**config.mk**
```make
export PLATFORM = sky130hd
export DESIGN_NAME = smw_decoder
export DESIGN_NICKNAME = d
export VERILOG_FILES = /design/src/rtl/smw_pkg.sv /design/src/rtl/smw_ctrl_reg.sv /design/src/rtl/smw_window_match.sv /design/src/rtl/smw_route_sel.sv /design/src/rtl/smw_decoder.sv
export SDC_FILE = /design/constraint.sdc
export NUM_CORES = 1
export LEC_CHECK = 0
export BUFFER_PORTS_ARGS = -buffer_cell sky130_fd_sc_hd__buf_2
export CELL_PAD_IN_SITES_DETAIL_PLACEMENT = 1
export CELL_PAD_IN_SITES_GLOBAL_PLACEMENT = 2
export CORE_MARGIN = 5
export CORE_UTILIZATION = 34
export DETAILED_ROUTE_END_ITERATION = 10
export GPL_ROUTABILITY_DRIVEN = 0
export HOLD_SLACK_MARGIN = 0.15
export PLACE_DENSITY_LB_ADDON = 0.2
export REMOVE_ABC_BUFFERS = 1
export SYNTH_ARGS = -nofsm -noshare
export SYNTH_HDL_FRONTEND = slang
export SYNTH_SLANG_ARGS = --single-unit
```
**constraint.sdc**
```tcl
create_clock -name clk -period 14.68 [get_ports clk]
set_clock_uncertainty 0.1 [all_clocks]
set_input_delay 2.936 -clock clk [delete_from_list [all_inputs] [get_ports clk]]
set_output_delay 2.936 -clock clk [all_outputs]
set_load 0.02 [all_outputs]
```
**src/rtl/smw_pkg.sv**
```systemverilog
package smw_pkg;
  localparam int ADDR_W     = 32;
  localparam int GRAN_LOG2  = 16;
  localparam int SIZE_W     = 4;
  localparam int REG_W      = 32;
  localparam int BE_W       = REG_W / 8;
  localparam int BASE_W     = ADDR_W - GRAN_LOG2;
  localparam int BASE_BYTES = BASE_W / 8;

  // control-word field positions (software-visible layout)
  localparam int BASE_LSB  = 0;
  localparam int SIZE_LSB  = 20;
  localparam int LOCK_BIT  = 24;
  localparam int CODE_BIT  = 25;
  localparam int OPEN_BIT  = 26;
  localparam int EN_BIT    = 27;
  localparam int CTRL_LANE = 3;
  localparam int SIZE_LANE = 2;

  localparam logic [BASE_W-1:0] RST_BASE = BASE_W'(16'h000A);

  typedef struct packed {
    logic              enable;
    logic              open;
    logic              code_only;
    logic              lock;
    logic [SIZE_W-1:0] size;
    logic [BASE_W-1:0] base;
  } smw_cfg_t;

  typedef enum logic {
    RT_COMPAT = 1'b0,
    RT_DRAM   = 1'b1
  } smw_route_e;
endpackage

```
**src/rtl/smw_ctrl_reg.sv**
```systemverilog
module smw_ctrl_reg
  import smw_pkg::*;
(
  input  logic             clk,
  input  logic             rst_n,
  input  logic             wr_en,
  input  logic [BE_W-1:0]  wr_be,
  input  logic [REG_W-1:0] wr_data,
  input  logic             rd_en,
  output logic [REG_W-1:0] rd_data,
  output smw_cfg_t         cfg
);
  smw_cfg_t         cfg_q, cfg_d;
  logic             cfg_we;
  logic [REG_W-1:0] img;

  assign cfg_we = wr_en && (|wr_be);

  // next-state of the control word
  always_comb begin
    cfg_d = cfg_q;
    for (int b = 0; b < BASE_BYTES; b++) begin
      if (wr_be[b]) cfg_d.base[8*b +: 8] = wr_data[BASE_LSB + 8*b +: 8];
    end
    if (wr_be[SIZE_LANE]) cfg_d.size = wr_data[SIZE_LSB +: SIZE_W];
    if (wr_be[CTRL_LANE]) begin
      cfg_d.enable    = wr_data[EN_BIT];
      cfg_d.code_only = wr_data[CODE_BIT];
      if (!cfg_q.lock) begin
        if (wr_data[LOCK_BIT]) begin
          cfg_d.lock = 1'b1;
          cfg_d.open = 1'b0;
        end else begin
          cfg_d.open = wr_data[OPEN_BIT];
        end
      end
    end
  end

  // software view; unlisted bits are zero
  always_comb begin
    img                         = '0;
    img[BASE_LSB +: BASE_W]     = cfg_q.base;
    img[SIZE_LSB +: SIZE_W]     = cfg_q.size;
    img[LOCK_BIT]               = cfg_q.lock;
    img[CODE_BIT]               = cfg_q.code_only;
    img[OPEN_BIT]               = cfg_q.open;
    img[EN_BIT]                 = cfg_q.enable;
  end

  always_ff @(posedge clk or negedge rst_n) begin
    if (!rst_n) begin
      cfg_q <= '{enable: 1'b0, open: 1'b0, code_only: 1'b0, lock: 1'b0,
                 size: '0, base: RST_BASE};
      rd_data <= '0;
    end else begin
      if (cfg_we) cfg_q   <= cfg_d;
      if (rd_en)  rd_data <= img;
    end
  end

  assign cfg = cfg_q;
endmodule

```
**src/rtl/smw_window_match.sv**
```systemverilog
module smw_window_match
  import smw_pkg::*;
(
  input  smw_cfg_t          cfg,
  input  logic [ADDR_W-1:0] req_addr,
  input  logic [ADDR_W-1:0] tom_limit,
  output logic              hit,
  output logic              misalign
);
  localparam int EXT_W = ADDR_W + 1;

  logic [EXT_W-1:0]  win_lo, win_span, win_hi, addr_x, tom_x;
  logic [SIZE_W-1:0] mask;

  // smallest power-of-two unit count covering the size, minus one
  function automatic logic [SIZE_W-1:0] align_mask(input logic [SIZE_W-1:0] code);
    logic [SIZE_W:0] units;
    logic [SIZE_W:0] p;
    units = {1'b0, code} + (SIZE_W+1)'(1);
    p     = (SIZE_W+1)'(1);
    for (int i = 0; i < SIZE_W; i++) begin
      if (p < units) p = p << 1;
    end
    return SIZE_W'(p - (SIZE_W+1)'(1));
  endfunction

  always_comb begin
    win_lo   = {1'b0, cfg.base, {GRAN_LOG2{1'b0}}};
    win_span = (EXT_W'(cfg.size) + EXT_W'(1)) << GRAN_LOG2;
    win_hi   = win_lo + win_span;
    addr_x   = {1'b0, req_addr};
    tom_x    = {1'b0, tom_limit};
    hit      = cfg.enable && (addr_x >= win_lo) && (addr_x < win_hi) && (win_hi <= tom_x);
    mask     = align_mask(cfg.size);
    misalign = |(cfg.base[SIZE_W-1:0] & mask);
  end
endmodule

```
**src/rtl/smw_route_sel.sv**
```systemverilog
module smw_route_sel
  import smw_pkg::*;
(
  input  smw_cfg_t          cfg,
  input  logic              hit,
  input  logic              req_code,
  input  logic              req_smm,
  input  logic [ADDR_W-1:0] req_addr,
  input  logic [ADDR_W-1:0] tom_limit,
  output smw_route_e        route,
  output logic              illegal
);
  logic below_tom;

  assign below_tom = req_addr < tom_limit;
  assign illegal   = cfg.open && cfg.code_only;

  always_comb begin
    route = below_tom ? RT_DRAM : RT_COMPAT;
    if (hit) begin
      unique case ({cfg.open, cfg.code_only})
        2'b11:   route = RT_COMPAT;
        2'b10:   route = RT_DRAM;
        2'b01:   route = (req_smm && req_code) ? RT_DRAM : RT_COMPAT;
        default: route = req_smm ? RT_DRAM : RT_COMPAT;
      endcase
    end
  end
endmodule

```
**src/rtl/smw_decoder.sv**
```systemverilog
module smw_decoder
  import smw_pkg::*;
(
  input  logic              clk,
  input  logic              rst_n,
  input  logic              cfg_wr_en,
  input  logic [BE_W-1:0]   cfg_wr_be,
  input  logic [REG_W-1:0]  cfg_wr_data,
  input  logic              cfg_rd_en,
  output logic [REG_W-1:0]  cfg_rd_data,
  input  logic [ADDR_W-1:0] req_addr,
  input  logic              req_code,
  input  logic              req_smm,
  input  logic [ADDR_W-1:0] tom_limit,
  output logic              rsp_hit,
  output logic              rsp_dram,
  output logic              cfg_illegal,
  output logic              cfg_misalign
);
  smw_cfg_t   cfg_q;
  smw_route_e route;

  smw_ctrl_reg u_reg (
    .clk     (clk),
    .rst_n   (rst_n),
    .wr_en   (cfg_wr_en),
    .wr_be   (cfg_wr_be),
    .wr_data (cfg_wr_data),
    .rd_en   (cfg_rd_en),
    .rd_data (cfg_rd_data),
    .cfg     (cfg_q)
  );

  smw_window_match u_match (
    .cfg       (cfg_q),
    .req_addr  (req_addr),
    .tom_limit (tom_limit),
    .hit       (rsp_hit),
    .misalign  (cfg_misalign)
  );

  smw_route_sel u_route (
    .cfg       (cfg_q),
    .hit       (rsp_hit),
    .req_code  (req_code),
    .req_smm   (req_smm),
    .req_addr  (req_addr),
    .tom_limit (tom_limit),
    .route     (route),
    .illegal   (cfg_illegal)
  );

  assign rsp_dram = (route == RT_DRAM);
endmodule

```
Word level (Yosys, flattened, before mapping)
Cells that the tools add are included.

operators by class
  add/sub/neg operators = 4
  eq/ne operators = 3
  bitwise logic cells = 2
  order comparisons = 8
  reductions and logical operators = 13
  muxes and demuxes = 12

operator list
  cell                 number
  $add 32x33->33       1
  $le 33x32->1         1
  $lt 32x33->1         1
  $ge 32x32->1         1
  $lt 32x32->1         1
  $lt 5x5->1           3
  $add 4x1->5 const B  2
  $mux 5               2
  $reduce_and 2->1     4
  $reduce_or 4->1      2
  $mux 1               7
  $logic_and 1x1->1    6
  $lt 1x5->1 const A   1
  $and 4x4->4          1
  $eq 2x2->1 const B   2
  $mux 4               1
  $sub 4x1->4 const B  1
  $pmux 1 s3           1
  $reduce_and 3->1     1
  $eq 2x1->1 const B   1
  $mux 2               1
  $not 1->1            1

storage, ports and cells
  input port bits = 106
  output and inout port bits = 36
  word-level logic and storage cells = 50
  flip-flop bits (word level) = 48

Logic depth before layout (Yosys ltp)
Gate-level depths: netlist of run 1.

  depth in word-level cells = 12
  gate-level depth with buffers = 24
  depth with buffers taken out = 23

Modules after synthesis
From an unflattened synthesis of run 1, not the netlist that was laid out.

unflattened totals
  cells, all modules = 514
  area, all modules = 4901.0 µm²

modules (own cells, without submodules)
  module            times used  sequential area each (µm²)  cells an instance  area each (µm²)
  smw_window_match  1           0.0                         283                2109.5
  smw_ctrl_reg      1           1203.7                      115                1979.4
  smw_route_sel     1           0.0                         116                812.0

Worst setup path after synthesis of run 1
Ideal clock, no wire load.

  path kind = input-to-output
  from = input tom_limit[20]
  to = output rsp_dram
  cell stages on the path = 9
  slack = 6.706 ns
  arrival = 4.938 ns
  required time = 11.644 ns
  path buffers = 0
  cells stage by stage = inv_1 ha_1 a21oi_1 o21ai_0 a2111oi_0 o221ai_1 a21oi_1 o2111a_1 mux2i_1

between the ends
  longest elaborated chain between the ends = 3
  elaborated cells between the ends (all ways) = 5
  classes of those cells = order compare (2); mux (2); reduce/logical (1)

ends and longest elaborated chain
  item               line                    text
  start, declared    smw_decoder.sv:14       input logic [ADDR_W-1:0] tom_limit,
  $le 33x32->1       smw_window_match.sv:33  hit = cfg.enable && (addr_x >= win_lo) && (addr_x < win_hi) && (win_hi <= tom_x);
  $logic_and 1x1->1  smw_window_match.sv:33
  net rsp_hit        smw_decoder.sv:15       output logic rsp_hit,
  $mux 1             smw_route_sel.sv:20     if (hit) begin
  end, declared      smw_decoder.sv:16       output logic rsp_dram,

The timed path passes the listed nets, and every way through them passes these cells.

Final worst setup path of run 1
  from = register u_reg.cfg[16] (netlist name)
  to = output cfg_misalign

between the ends
  longest elaborated chain between the ends = 12

ends and longest elaborated chain
  item                 line                    text
  $add 4x1->5 (*)      smw_window_match.sv:19  units = {1'b0, code} + (SIZE_W+1)'(1);
  $lt 1x5->1           smw_window_match.sv:22  if (p < units) p = p << 1;
  $mux 2               smw_window_match.sv:22
  $lt 5x5->1           smw_window_match.sv:22
  $mux 5               smw_window_match.sv:22
  $lt 5x5->1           smw_window_match.sv:22
  $mux 5               smw_window_match.sv:22
  $lt 5x5->1           smw_window_match.sv:22
  $mux 4 (*)           smw_window_match.sv:22
  $sub 4x1->4 (*)      smw_window_match.sv:24  return SIZE_W'(p - (SIZE_W+1)'(1));
  $and 4x4->4 (*)      smw_window_match.sv:35  misalign = |(cfg.base[SIZE_W-1:0] & mask);
  $reduce_or 4->1 (*)  smw_window_match.sv:35
  end, declared        smw_decoder.sv:18       output logic cfg_misalign

Every way passes the cells marked *; elsewhere a longest branch is shown, timed or not.

==> results.txt, run 1 <==
* Result of the run: complete, no violations
* Worst rel slew slack: 29.8%
- Among all flip-flop cells after synthesis, the most frequent one is dfrtp_1.
- The cell sitting at the root of the clock tree is a clkbuf_16.
- Max Fanout on Critical Path: 10
- Share of Yosys cell area claimed by the top area cell type: 24.3%
- The pre-antenna-repair detailed-routing pass consisted of 4 iterations.
- The critical path in this run is classified as flop to output port.
- The die is 128 um wide.
- Final setup violation count: 0
- Req. time, crit path: 11.64 ns
- Max rail drop VDD: 0.102 mV
- Slack of the critical path: 6.21 ns
* Arrival time of the worst setup path: 5.43 ns
* Hold crit path type: flop to flop
- Biggest cell delay along the critical path: 0.52 ns
- Cell class contributing the biggest share of worst-path delay: compound AO/OA/AOI/OAI gates
- Post-Syn Instances: 510
- Syn. warnings: 0
* Cell Pwr Density: 110 nW/um^2
- Clock-pin slew was measured on the worst setup and hold paths at 0.06 ns.
- At the pin with the least slew margin, the transition time is 1.05 ns.
* CTS H-tree depth: 2
- Number of violations of the max-capacitance limit: 0
* Count of buffers from port buffering: 125
* Die Ht: 128 um
- Number of global-route vias before repair: 4504
- The number of antenna diodes in the final layout is 0.
- Final Hold Fails: 0
* Crit end category: output port
- After synthesis, the share of flip-flops with an asynchronous set or reset is 100%.
- After the first detailed-routing iteration, the DRC count stood at 82.
- Post-CTS setup repair buffer count: 0
- Sequential elements use 25.4% of the synthesized area.
- Dividing the detail-routed via count by the number of cells gives 5.09.
- Critical path launch point type: flop
* Maximum number of pins on one net before global-route repair: 49
- Post_cts resized: 0
* Number of synthesized flops with an enable pin: 0
- Leaving out fill and tap cells, the most frequent cells in the layout are buf_2 (125), ha_1 (92), inv_1 (78).
* Worst setup slack after placement: 6.26 ns
* Count of buffering cells on the critical path with inverters included: 2
- Upper clock frequency limit: 118 MHz
- The number of antenna violations at the first check in global routing came to 0.
- For this run, the post-layout net count is 833.
- TritonCTS clock tree: done
- After detailed routing, the total wire length is 13600 um.
- In the global route stage, overall resource usage came out at 16.5%.
- Sequence of cells on the critical path: ha_1 > xor2_1 > or3_1 > ha_1 > ha_1 > o211ai_1 > a21oi_1 > a21oi_1 > o221ai_1 > inv_1 > ha_1 > a2111o_1 > a31oi_1 > nand2b_1 > a31oi_1 > ha_1 > o32a_1 > o211ai_1 > a211o_1 > buf_2
* I/O Pins: 142
- From synthesis to final layout, the design area changed by 19.9%.
- The initial utilization of the core area, before any placement, comes to 34.4%.
* Global-route wire length before repair: 22000 um
- For this run the aggregate overflow at the end of global routing stands at 0.
- Most frequent cell on the critical path: ha_1
- Hold is met by 0.405 ns.
* Clock tree sinks: 48
- Once detailed placement completed, the half-perimeter wirelength came to 12000 um.
- Max clock buf depth: 2
* Standard-cell row count: 43
- For the final routed database, the setup TNS stands at 0 ns.
- Cts bufs inserted: 5
* Die outline area: 16400 sq um
- The count of pins over their slew limit came to 0.
* Via total after detailed routing: 4145
- Cell type contributing the most total cell area after synthesis: dfrtp_1
* Most frequent standard cell in the layout excluding fill and tap cells: buf_2
- Setup repair after global routing left no endpoint under its margin.
- Combined area of all synthesized cells: 4730 sq um
- Cells with a size suffix above 1 make up 29.8% of the layout.
- Subtracting the final worst setup slack from the clock period gives 8.47 ns.
- The region available for standard cell placement spans 13800 sq um.
- Drc violations: 0
* Library cells used by synthesis: 56
- Layout Cell Area excl Fill: 5680 sq um
* Top cells by area in the synthesized netlist: dfrtp_1 (24%), ha_1 (24%), mux2_2 (11%), inv_1 (6.2%), a21oi_1 (3.3%)
- The count of nets left with antenna violations once routing finished came out at 0.
- Clock latency on the worst-skew pair: 0.28 ns
- Drt wl/cell: 16.7 um
- The synthesized design contains 48 register bits.
- Slowest cell on the critical path: dfrtp_1
- Synth Area per Inst: 9.28 sq um
- For this design the static power due to leakage is 2.96 nW.
- Number of buffers added to fix hold violations after cts: 0
- Cell area after placement: 5510 sq um
- Period Utilization, post-route: 57.7%
registers in the layout (all words and copies together) (netlist names):
| register | flops |
|---|---|
| u_reg.cfg | 24 |
| u_reg.rd_data | 24 |
report_power, final:
group	switching [W]	internal, W
clock	0.0000491	0.0000809
combinational	0.000181	0.000137
sequential	0.0000219	0.000155
synthesized netlist by cell type (2+ instances only):
| cell | count |
|---|---|
| a2111oi_0 | 3 |
| a211oi_1 | 9 |
| a21o_1 | 13 |
| a21oi_1 | 31 |
| a31oi_1 | 2 |
| and2_1 | 2 |
| and3_1 | 2 |
| and4_1 | 2 |
| buf_4 | 9 |
| buf_6 | 2 |
| clkbuf_1 | 3 |
| dfrtp_1 | 46 |
| dfstp_2 | 2 |
| ha_1 | 92 |
| inv_1 | 78 |
| mux2_2 | 46 |
| mux2i_1 | 4 |
| nand2_1 | 25 |
| nand3_1 | 10 |
| nand3b_1 | 2 |
| nand4_1 | 14 |
| nor2_1 | 25 |
| nor2b_1 | 3 |
| nor3_1 | 5 |
| nor4_1 | 7 |
| nor4b_1 | 3 |
| o211ai_1 | 4 |
| o21a_1 | 2 |
| o21ai_0 | 16 |
| o221ai_1 | 3 |
| or2_2 | 2 |
| or3_1 | 2 |
| xnor2_1 | 16 |
| xor2_1 | 3 |
metal layers:
metal	track usage, %	vias to the layer above	share of wire (%)
met5	0	-	0
met2	28.3	106	46
li1	-	2053	-
met1	21.6	1973	46
met4	3.50	0	1.3
met3	3.25	13	6.0
path summary, 6_finish.rpt:
path | start | to | slack [ns] | cells after the start
setup / recovery | u_reg.cfg[16] | cfg_misalign | 6.21 | 20
hold / removal | u_reg.rd_data[13] | u_reg.rd_data[13] | 0.40 | 1
setup reg to reg | u_reg.cfg[16] | u_reg.rd_data[20] | 13.62 | 1
hold reg to reg | u_reg.rd_data[13] | u_reg.rd_data[13] | 0.40 | 1
max in group asynchronous | rst_n | u_reg.rd_data[13] | 11.09 | 1
min in group asynchronous | rst_n | u_reg.rd_data[21] | 2.74 | 1
metrics by stage:
step / power (W) / cells / util [%]
final: 0.000625 / 815 / 41.2
after global routing: 0.000683 / 815 / 41.2
after CTS: 0.000636 / 815 / 41.2
after detailed placement: 0.000501 / 807 / 40.0
after global placement: 0.000485 / 807 / 40.0
after floorplan: 0.000395 / 502 / -
area by class of cell:
cell class                 instances  area (sq um)
inverter                          78           293
clock buffer                       5           125
clock inverter                     3          46.3
fill                            1687          8100
timing repair buffer             125           626
multi-input combinational        376          3160
sequential                        48          1200
tap                              180           225
cells by family (layout without fill, tap and decap cells):
kind of cell	Yosys count	count (layout)	share of synthesized area, %
multiplexers	51	51	12.3
other	1	8	0.0792
adder cells (fa/ha/maj)	93	93	24.7
buffers and inverters	93	211	8.43
flip-flops	48	48	25.4
XOR/XNOR	19	19	3.51
AND/OR/NAND/NOR	109	109	12.3
AO/OA/AOI/OAI	96	96	13.2
(Power assumes the default switching activity.)
==> run 2, diff against run 1 <==
--- a/config.mk
+++ b/config.mk
@@ -9,7 +9,7 @@
 export CELL_PAD_IN_SITES_DETAIL_PLACEMENT = 1
 export CELL_PAD_IN_SITES_GLOBAL_PLACEMENT = 2
 export CORE_MARGIN = 5
-export CORE_UTILIZATION = 34
+export CORE_UTILIZATION = 31
 export DETAILED_ROUTE_END_ITERATION = 10
 export GPL_ROUTABILITY_DRIVEN = 0
 export HOLD_SLACK_MARGIN = 0.15
==> constraint.sdc (replaced) <==
create_clock -name clk -period 8.4 [get_ports clk]
set_clock_uncertainty 0.1 [all_clocks]
set_input_delay 1.68 -clock clk [delete_from_list [all_inputs] [get_ports clk]]
set_output_delay 1.68 -clock clk [all_outputs]
set_load 0.02 [all_outputs]
==> results.txt, run 2 (same netlist as run 1, synthesis figures left out) <==
- The flow ran to the end, and the final reports show no timing, DRC or antenna violations.
- 0 antenna diodes ended up in the layout.
- Die outline area: 17800 sq um
- Per report_power, the combinational group accounts for 52.2% of the total.
* Number of buffers added to fix hold violations after cts: 0
- In this run the power density over the cells is 187 nW/um^2.
- The tree is rooted in a clkbuf_16.
- After clock tree synthesis, the repair step resized 0 gates.
- Leakage power total: 2.95 nW
- End-of-flow core utilization: 37.5%
* Std-Cell Core Area: 15100 sq um
* Design internal power: 0.000628 W
* Slew Limit Fails: 0
- Via density per instance: 4.99
- Buffers added to address setup during post-CTS repair amount to 0.
- The number of antenna violations at the first check in global routing came to 1.
* CTS H-tree depth: 2
* Number of DRC markers after the initial detailed-route iteration: 75
- For the worst-skew pair, the clock arrives at the later sink with an insertion delay of 0.28 ns.
- The final critical path takes up 85.5% of the cycle.
* Transition time of the tightest slew-check pin: 1.05 ns
- The detail route stage leaves a number of antenna-violating nets equal to 0.
- Worst rel slew slack: 29.9%
- Drt wl/cell: 16.7 um
* Cts bufs inserted: 5
- The area growth from synthesis to layout is 19.6%.
- Detail Placement HPWL: 12100 um
- Final Hold Fails: 0
* CP Class: flop to output port
- Measured along the x axis, the die boundary spans 134 um.
* Number of violations of the max-capacitance limit: 0
- Global routing used 15.5% of the available tracks across all layers.
- Number of global-route vias before repair: 4505
- For this run, the top clock speed supported by timing is 139 MHz.
- Hold is met by 0.402 ns.
- Switching power share of the total: 40.7%
* Total power after layout: 0.00106 W
* Max Fanout on Critical Path: 10
* Count of buffers from port buffering: 125
* Max rail drop VDD: 0.149 mV
* Part of the power in registers: 29.2%
* Max clock buf depth: 2
- Number of filler instances in the final layout: 1821
- The first global-routing pass estimated 22500 um of wire.
- Clock-pin slew was measured on the worst setup and hold paths at 0.06 ns.
* Most frequent cells in the layout: buf_2 (125), ha_1 (92), inv_1 (78)
- In this run the count of I/O pins placed on the die edge is 142.
- Crit end category: output port
* Final Non-Filler Cells: 823
* NumNets Final: 833
- Final setup violation count: 0
- For this run, design rule violations remaining after detail routing come to 0.
- Total gr overflow: 0
- The min-delay analysis places its worst path in the category flop to flop.
* Critical path launch point type: flop
- Most frequent standard cell in the layout excluding fill and tap cells: buf_2
- Maximum number of pins on one net before global-route repair: 49
- Proportion of power drawn by the clock network: 18.6%
- Post-Place Cells: 815
* TritonCTS clock tree: done
- The detailed router placed 4103 vias in this run.
- The clock drives 48 sinks.
- Wires add up to 13800 um.
* RSZ-0062 raised after global routing: false
- For this configuration, the core starts out at a cell density of 31.4%.
- STA puts the critical path data required time at 6.62 ns.
- Net switching power of the design: 0.000431 W
- Arrival time of the worst setup path: 5.40 ns
- Total iterations of the first detailed-routing run: 4
- Sum Neg Setup Slack: 0 ns
- The worst path needs 7.18 ns of the cycle, external delays included.
- In the final layout, the share of cells above drive strength 1 is 29.4%.
- Standard-cell row count: 45
* Die Ht: 134 um
run 2: changes by cell type in the layout (fill, tap and decap cells not counted), sizes merged:
cell      change
clkbuf        +3
bufinv        -1
clkinvlp      -1
inv           -1
run 2: path summary, 6_finish.rpt:
path / from / endpoint / slack (ns) / depth (start not counted)
max in group asynchronous: rst_n / u_reg.rd_data[10] / 6.06 / 1
hold / removal: u_reg.rd_data[27] / u_reg.rd_data[27] / 0.40 / 1
setup / recovery: u_reg.cfg[16] / cfg_misalign / 1.22 / 20
min in group asynchronous: rst_n / u_reg.rd_data[22] / 1.49 / 1
hold reg to reg: u_reg.rd_data[27] / u_reg.rd_data[27] / 0.40 / 1
setup reg to reg: u_reg.cfg[16] / u_reg.rd_data[20] / 7.31 / 1
run 2: layout make-up:
| cell class | count | area [sq um] | share of cell area [%] |
|---|---|---|---|
| inverter | 78 | 293 | 5.17 |
| timing repair buffer | 125 | 626 | 11.0 |
| clock buffer | 8 | 146 | 2.59 |
| sequential | 48 | 1200 | 21.3 |
| tap | 188 | 235 | 4.15 |
| multi-input combinational | 376 | 3160 | 55.8 |
run 2: power by group through the flow:
stage	Sequential (W)	Clock [W]	Combinational (W)
floorplan	0.000330	0	0.000360
global placement	0.000312	0	0.000538
detailed placement	0.000314	0	0.000561
CTS	0.000311	0.000204	0.000565
global route	0.000317	0.000210	0.000634
finish	0.000309	0.000197	0.000553
run 2: worst max-delay path, cell delays in order, from the launching register on:
cell and delay (ns):
dfrtp_1 0.53, ha_1 0.33, xor2_1 0.20, or3_1 0.36
ha_1 0.41, ha_1 0.31, o211ai_1 0.13, a21oi_1 0.20
a21oi_1 0.09, o221ai_1 0.31, inv_1 0.09, ha_1 0.31
a2111o_1 0.39, a31oi_1 0.13, nand2b_1 0.26, a31oi_1 0.13
ha_1 0.29, o32a_1 0.14, o211ai_1 0.10, a211o_1 0.23
buf_2 0.16
run 2: per-stage QoR:
stage,instance area (sq um),setup slack (ns)
after floorplan,4650,2.15
after global placement,5520,1.53
after detailed placement,5520,1.49
after CTS,5660,1.16
after global routing,5660,0.773
final,5660,1.22
run 2: routing by layer:
metal | part of all wire, % | GRT usage [%] | vias up
li1 | - | - | 2060
met4 | 1.4 | 3.83 | 2
met2 | 45 | 26.2 | 106
met5 | 0.094 | 0 | -
met3 | 5.7 | 2.98 | 12
met1 | 47 | 20.5 | 1923
==> run 3, diff against run 2 <==
--- a/config.mk
+++ b/config.mk
@@ -8,6 +8,7 @@
 export BUFFER_PORTS_ARGS = -buffer_cell sky130_fd_sc_hd__buf_2
 export CELL_PAD_IN_SITES_DETAIL_PLACEMENT = 1
 export CELL_PAD_IN_SITES_GLOBAL_PLACEMENT = 2
+export CORE_ASPECT_RATIO = 0.8
 export CORE_MARGIN = 5
 export CORE_UTILIZATION = 31
 export DETAILED_ROUTE_END_ITERATION = 10
==> results.txt, run 3 (same netlist as run 1, synthesis figures left out) <==
- The number of hold buffers added after CTS was 0.
* Sum Neg Setup Slack: 0 ns
- Cell Pwr Density: 191 nW/um^2
* RSZ-0062 raised after global routing: false
* Worst-case hold path end point: u_reg.rd_data[8]
- The final count of hold timing violations was 0.
- Most frequent cell on the critical path: ha_1
- Hold crit path type: flop to flop
- Worst rel slew slack: 29.9%
- Routed WL: 14000 um
* Leakage power total: 2.96 nW
- The worst setup path is launched from a flop.
- Die outline area: 17900 sq um
- Critical register-to-register path startpoint: u_reg.cfg[16]
* Sequence of cells on the critical path: ha_1 > xor2_1 > or3_1 > ha_1 > ha_1 > o211ai_1 > a21oi_1 > a21oi_1 > o221ai_1 > inv_1 > ha_1 > a2111o_1 > a31oi_1 > nand2b_1 > a31oi_1 > ha_1 > o32a_1 > o211ai_1 > a211o_1 > buf_2
* Detail Placement HPWL: 12400 um
* Beginning of the critical path: u_reg.cfg[16]
- Dividing the detail-routed via count by the number of cells gives 4.95.
* Total iterations of the first detailed-routing run: 4
- The global routing stage identified its most utilized layer as met2.
- Total gr overflow: 0
* Slowest cell on the critical path: dfrtp_1
- Clock-pin slew was measured on the worst setup and hold paths at 0.06 ns.
- Via total after detailed routing: 4077
- Grouping stages by cell kind, the critical path spends the most delay in compound AO/OA/AOI/OAI gates.
* I/O Pins: 142
- The region available for standard cell placement spans 15000 sq um.
* Upper clock frequency limit: 137 MHz
* Req. time, crit path: 6.62 ns
- TritonCTS built the clock tree.
- Total global-route track usage: 15.6%
* Area growth from synthesis to layout: 20.0%
- The worst register-to-register path has a depth of 1.
* Clock tree sinks: 48
- Most frequent standard cell in the layout excluding fill and tap cells: buf_2
- Met3 track utilization from global routing: 4.23%
- The first global-routing pass estimated 22600 um of wire.
* Max Fanout on Critical Path: 10
- For the worst setup path, the data arrival time is 5.53 ns.
- Clock latency on the worst-skew pair: 0.28 ns
- The run finished with clean final reports.
- Maximum number of pins on one net before global-route repair: 49
- Global routing consumed, on the met2 layer, 25.2% of the routing resources.
- The number of antenna violations at the first check in global routing was 2.
- Period Utilization, post-route: 87.0%
- Slew Limit Fails: 0
* Die Ht: 121 um
- Cts bufs inserted: 5
- Number of nets with antenna violations after routing: 0
* Starting density of the core: 31.5%
- Clock root buffer: clkbuf_16
* Number of violations of the max-capacitance limit: 0
* Count of buffers from port buffering: 125
- Post_cts resized: 0
* Most frequent cells in the layout: buf_2 (125), ha_1 (92), inv_1 (78)
- The worst hold path begins at u_reg.rd_data[8].
- In this run the number of cells on the critical path is 20.
- The final layout contains 833 nets.
* Worst flop-to-flop path endpoint: u_reg.rd_data[20]
- Standard-cell row count: 40
- Crit end category: output port
- Counting instances, the worst hold path has a depth of 1.
- Number of global-route vias before repair: 4417
- CP Class: flop to output port
- After detailed routing, the number of remaining DRC violations is 0.
- Post-CTS setup repair buffer count: 0
* Global routing usage on met1: 21.8%
* Width of the die: 148 um
- Counting both buffers and inverters, the worst setup path holds a total of 2.
- Overall power consumption after layout is estimated at 0.00108 W.
- In this run the register-to-register setup slack is 7.32 ns.
- In this run the deepest clock path goes through 2 buffers.
* Drt wl/cell: 17.0 um
* Transition time of the tightest slew-check pin: 1.05 ns
- Share of layout cells above drive strength 1: 29.6%
* Biggest cell delay along the critical path: 0.53 ns
- The detailed router finished its first iteration with 111 violations.
* Total inserted antenna cells: 0
- Max rail drop VDD: 0.116 mV
- CTS H-tree depth: 2
- Time the worst path needs with I/O delays and setup: 7.31 ns
* Final setup violation count: 0
==> run 3: worst max path at each step <==
stage | to | slack, ns
after floorplan | cfg_misalign | 2.15
after global placement | cfg_misalign | 1.59
after detailed placement | cfg_misalign | 1.42
after CTS | cfg_misalign | 1.06
after global routing | cfg_misalign | 0.68
final | cfg_misalign | 1.09
==> run 3: cell type report <==
class	instances	area [sq um]
repair buffers	125	626
fillers	1825	9330
flip-flops and latches	48	1200
well taps	189	236
multi-input cells	376	3160
inverters	78	293
clock inverters	2	35.0
clock buffers	6	129
==> run 3: stage by stage <==
step | utilization (%) | hold slack [ns] | std cells | instance area (sq um) | setup slack (ns)
2_1_floorplan | - | 0.368 | 502 | 4650 | 2.15
3_3_place_gp | 36.7 | 0.388 | 816 | 5520 | 1.59
3_5_place_dp | 36.7 | 0.391 | 816 | 5520 | 1.42
4_1_cts | 37.8 | 0.406 | 824 | 5680 | 1.06
5_1_grt | 37.8 | 0.428 | 824 | 5680 | 0.680
6_report | 37.8 | 0.401 | 824 | 5680 | 1.09
==> run 3: power breakdown <==
part	leakage (nW)	internal (W)	switching [W]	total (W)
Combinational	2.32	0.000238	0.000316	0.000554
Clock	0.0808	0.000140	0.0000806	0.000221
Sequential	0.559	0.000271	0.0000396	0.000311
Total	2.96	0.000649	0.000436	0.00108
==> run 3: metal layers <==
metal | part of all wire, % | up-vias
met4 | 0.42 | 2
met1 | 49 | 1906
li1 | - | 2062
met5 | 0.093 | -
met3 | 6.9 | 8
met2 | 44 | 99
